===== config.mk =====
export PLATFORM = sky130hd
export DESIGN_NAME = bridge_window_decode
export DESIGN_NICKNAME = d
export VERILOG_FILES = /design/src/rtl/bridge_window_decode.sv
export SDC_FILE = /design/constraint.sdc
export NUM_CORES = 1
export LEC_CHECK = 0
export ABC_CLOCK_PERIOD_IN_PS = 1900
export CORE_ASPECT_RATIO = 1.2
export CORE_UTILIZATION = 60
export CTS_BUF_LIST = sky130_fd_sc_hd__clkbuf_4 sky130_fd_sc_hd__clkbuf_8
export CTS_CLUSTER_DIAMETER = 50
export CTS_CLUSTER_SIZE = 25
export DETAILED_ROUTE_END_ITERATION = 12
export DONT_BUFFER_PORTS = 1
export GPL_TIMING_DRIVEN = 0
export PLACE_DENSITY = 0.76
export SLEW_MARGIN = 20
export SYNTH_ARGS = -nofsm -noshare
export SYNTH_HDL_FRONTEND = slang
export SYNTH_SLANG_ARGS = --single-unit

===== constraint.sdc =====
create_clock -name clk -period 1.9 [get_ports clk]
set_input_delay 0.095 -clock clk [delete_from_list [all_inputs] [get_ports clk]]
set_output_delay 0.095 -clock clk [all_outputs]
set_load 0.1 [all_outputs]

===== src/rtl/bridge_window_decode.sv =====
module bridge_window_decode #(
  parameter int IO_GRAN  = 12,
  parameter int MEM_GRAN = 20,
  parameter logic [31:0] LIO_LO_BASE = 32'h3B0,
  parameter logic [31:0] LIO_LO_LAST = 32'h3BB,
  parameter logic [31:0] LIO_HI_BASE = 32'h3C0,
  parameter logic [31:0] LIO_HI_LAST = 32'h3DF,
  parameter logic [63:0] LMEM_BASE   = 64'hA0000,
  parameter logic [63:0] LMEM_LAST   = 64'hBFFFF
) (
  input  logic        clk,
  input  logic        rst_n,
  input  logic        req_valid,
  input  logic        req_is_io,
  input  logic [63:0] req_addr,
  input  logic        cmd_io_en,
  input  logic        cmd_mem_en,
  input  logic        vga_en,
  input  logic [7:0]  io_base_lo,
  input  logic [7:0]  io_limit_lo,
  input  logic [15:0] io_base_hi,
  input  logic [15:0] io_limit_hi,
  input  logic [15:0] mem_base,
  input  logic [15:0] mem_limit,
  input  logic [15:0] pf_base,
  input  logic [15:0] pf_limit,
  input  logic [31:0] pf_base_hi,
  input  logic [31:0] pf_limit_hi,
  output logic        rsp_valid,
  output logic        rsp_fwd,
  output logic [4:0]  rsp_hit
);
  localparam int NWIN = 5;
  localparam logic [31:0] IO_FILL  = (32'd1 << IO_GRAN) - 32'd1;
  localparam logic [63:0] MEM_FILL = (64'd1 << MEM_GRAN) - 64'd1;

  logic [31:0] a32;
  logic [31:0] io_b, io_l;
  logic [63:0] mem_b, mem_l, pf_b, pf_l;
  logic        is_mem;
  logic [NWIN-1:0] hit;

  assign a32    = req_addr[31:0];
  assign is_mem = !req_is_io;

  assign io_b = {io_base_lo[0]  ? io_base_hi  : 16'h0, io_base_lo[7:4],  12'h000};
  assign io_l = {io_limit_lo[0] ? io_limit_hi : 16'h0, io_limit_lo[7:4], 12'h000} | IO_FILL;

  assign mem_b = {32'h0, mem_base[15:4],  20'h0};
  assign mem_l = {32'h0, mem_limit[15:4], 20'h0} | MEM_FILL;

  assign pf_b = {pf_base[0]  ? pf_base_hi  : 32'h0, pf_base[15:4],  20'h0};
  assign pf_l = {pf_limit[0] ? pf_limit_hi : 32'h0, pf_limit[15:4], 20'h0} | MEM_FILL;

  assign hit[0] = req_is_io && cmd_io_en && (io_l >= io_b) &&
                  (a32 >= io_b) && (a32 <= io_l);
  assign hit[1] = is_mem && cmd_mem_en && (mem_l >= mem_b) &&
                  (req_addr >= mem_b) && (req_addr <= mem_l);
  assign hit[2] = is_mem && cmd_mem_en && (pf_l >= pf_b) &&
                  (req_addr >= pf_b) && (req_addr <= pf_l);
  assign hit[3] = req_is_io && vga_en &&
                  (((a32 >= LIO_LO_BASE) && (a32 <= LIO_LO_LAST)) ||
                   ((a32 >= LIO_HI_BASE) && (a32 <= LIO_HI_LAST)));
  assign hit[4] = is_mem && vga_en &&
                  (req_addr >= LMEM_BASE) && (req_addr <= LMEM_LAST);

  always_ff @(posedge clk) begin
    if (!rst_n) begin
      rsp_valid <= 1'b0;
      rsp_hit   <= '0;
      rsp_fwd   <= 1'b0;
    end else begin
      rsp_valid <= req_valid;
      rsp_hit   <= req_valid ? hit : '0;
      rsp_fwd   <= req_valid && (|hit);
    end
  end
endmodule



==> flow_metrics.py <==
metrics = {
    "die": {
        "die_height_um": 112,
        "start_util": 0.626,
        "dieArea_um2": 10400,
        "ioPinCount": 254,
        "core_um2": 9610,
        "rows": 39,
        "chipWidth_um": 93.4,
    },
    "detailed_routing": {
        "antenna_left": 0,
        "drc": 0,
        "wl_per_cell_um": 19.8,
        "wl_um": 19000,
        "vias_per_cell": 6.55,
        "drt_iter0_markers": 214,
        "drt_pre_antenna_iters": 5,
        "vias": 6278,
    },
    "synthesis": {
        "avgSynthCellArea_um2": 7.27,
        "synth_cells": 828,
        "synthTopCellsByArea": "ha_1, nand2_1, inv_1",
        "synth_top_family_by_area": "adder cells",
        "synthArstFlopShare": 0,
        "synthMuxAreaShare": 0,
        "synth_nets": 1300,
        "synth_compound_gate_area_share": 0.195,
        "synth_common_cells": "ha_1, nand2_1, inv_1",
        "ys_warn_count": 0,
        "synthFlopType": "dfxtp_1",
        "synth_xor_area_frac": 0,
        "yosysTopAreaCell": "ha_1",
        "ys_ff_latch": 7,
        "yosys.area_share.simple": 0.243,
        "yosysMostFrequentCell": "ha_1",
        "netlist_area_um2": 6020,
        "synth-adder-area-share": 0.468,
        "seq_area_frac_synth": 0.0233,
        "synth.distinct_cells": 54,
        "synth_edf_count": 0,
        "synth_top_area_frac": 0.468,
    },
    "min_path": {
        "hold_class": "in2reg",
        "worstHoldStart": "req_addr[18]",
        "worst_hold_path.num_cells": 2,
        "whs_endpoint": "rsp_hit[4]",
    },
    "status": {
        "status": "complete, no violations",
    },
    "placement": {
        "io_buffers": 0,
        "dp_cells": 951,
        "pre_cts_ws_ns": -0.462,
        "gp_congestion": 0.921,
        "dpl.hpwl_um": 16600,
    },
    "global_routing": {
        "antenna_found_initial": 0,
        "grt_max_degree": 11,
        "overflow": 0,
        "grt_pass1_wl_um": 28700,
        "grt_use_total": 0.345,
        "grt_pass1_vias": 6355,
    },
    "timing": {
        "period_minus_slack_ns": 1.84,
        "finalSetupViolations": 0,
        "worst_slew_pin_slew_ns": 0.965,
        "period_share": 0.966,
        "max_freq_mhz": 545,
        "final-hold-violation-count": 0,
        "setup_slack_ns": 0.0647,
        "drv_slew": 0,
        "relSlewSlack": 0.356,
    },
    "layout": {
        "nets": 1308,
        "areaGrowthSynthToFinish_pct": 9.77,
        "final_cell_count_no_fill": 958,
        "antennaDiodeCount": 0,
        "fillers": 868,
        "drive_gt1_frac": 0.0862,
        "register_area_um2": 140,
        "multi_input_area_um2": 5750,
    },
    "setup_path": {
        "critPathArrivalTime_ns": 1.93,
        "crit_type": "in2reg",
        "cp.required_ns": 1.99,
        "cp-end-kind": "flop",
        "startpoint_type": "input port",
        "crit_fanout": 10,
    },
    "clock_tree": {
        "cts_tree": "yes",
        "htree_levels": 1,
        "cts_root_buf": "clkbuf_8",
        "cts.clk_slew.worst_paths_ns": 0.04,
        "cts-buffers-inserted": 3,
        "cts_buffer_depth": 2,
        "cts.sinks": 7,
        "cts_hold_repair.buffers": 0,
    },
    "power": {
        "ir_drop_v": 0.000144,
        "p_per_area_nw_per_um2": 254,
        "power_leakage_nw": 3.50,
    },
    "run": {
        "maxCapViolations": 0,
    },
}
[metal layers]
metal / routed length [um] / up-vias / track usage
li1: - / 3069 / -
met1: 6610 / 2857 / 0.326
met2: 9610 / 276 / 0.668
met3: 1680 / 76 / 0.0847
met4: 1070 / 0 / 0.183
met5: 0 / - / 0
[registers in the layout, indices dropped and copies added (netlist names)]
name / flops
rsp_valid: 1
rsp_fwd: 1
rsp_hit: 5
[cell type report]
type,instances,area share
tap,123,0.0233
buffer,9,0.0150
inverter,105,0.0596
multi-input combinational,707,0.870
clock buffer,4,0.00738
sequential,7,0.0212
timing repair buffer,3,0.00341
[worst max-delay path, stage by stage]
cell and delay (ns):
clkbuf_4 0.15, buf_8 0.14, nand2_1 0.16, ha_4 0.23
a21oi_2 0.11, nor2_1 0.07, a211oi_2 0.22, o221ai_2 0.16
a21o_2 0.23, o2111ai_4 0.22, o211ai_1 0.12
[kinds of logic (layout without fill, tap and decap cells)]
logic type	count (synthesis)	in the layout
simple gates	295	295
fa+ha+maj	225	225
buf+inv	114	121
compound gates	187	187
flops	7	7
[cells in the final DEF, fill, tap and decap left out, types with 6 or more instances in the layout]
cell type,count
a211oi_2,6
a21o_1,26
a21oi_1,73
and2_1,7
and4_1,9
dfxtp_1,7
ha_1,215
ha_4,10
inv_1,105
nand2_1,130
nand2_2,10
nand3_1,19
nand4_1,40
nor2_1,25
nor3_1,6
nor4_1,19
o21ai_0,23
o21ai_1,9
[metrics by stage]
stage | utilization | area, um2 | hold WS (ns) | TNS (ns) | total power (W)
2_1_floorplan | - | 6050 | 0.327 | 0 | 0.00108
3_3_place_gp | 0.645 | 6200 | 0.386 | -1.21 | 0.00127
3_5_place_dp | 0.645 | 6200 | 0.402 | -1.35 | 0.00134
4_1_cts | 0.660 | 6340 | 0.170 | 0 | 0.00160
5_1_grt | 0.687 | 6610 | 0.156 | -0.0382 | 0.00188
6_report | 0.687 | 6610 | 0.169 | 0 | 0.00168
[power by group]
part           internal [W]  switching [W]
logic              0.000586       0.000715
clock network      0.000159      0.0000580
registers          0.000150      0.0000146
total              0.000894       0.000788
[worst max path at each step]
stage                         startpoint      end  slack, ns  cells after the start
final                      io_base_lo[0]  rsp_fwd       0.06                     11
after global routing       io_base_lo[0]  rsp_fwd      -0.04                     11
after CTS                  io_base_lo[0]  rsp_fwd       0.02                     11
after detailed placement  io_limit_lo[0]  rsp_fwd      -0.46                     11
after global placement    io_limit_lo[0]  rsp_fwd      -0.40                     10
after floorplan               pf_base[0]  rsp_fwd     0.0009                     10
[timing repair]
action | 4_1_cts | 5_1_grt
pin swaps | 4 | 25
endpoints found under the setup margin | 3 | 3
gates resized for setup | 21 | 51
buffers inserted | 0 | 3
Note: power is estimated with default switching activity, not from simulation.
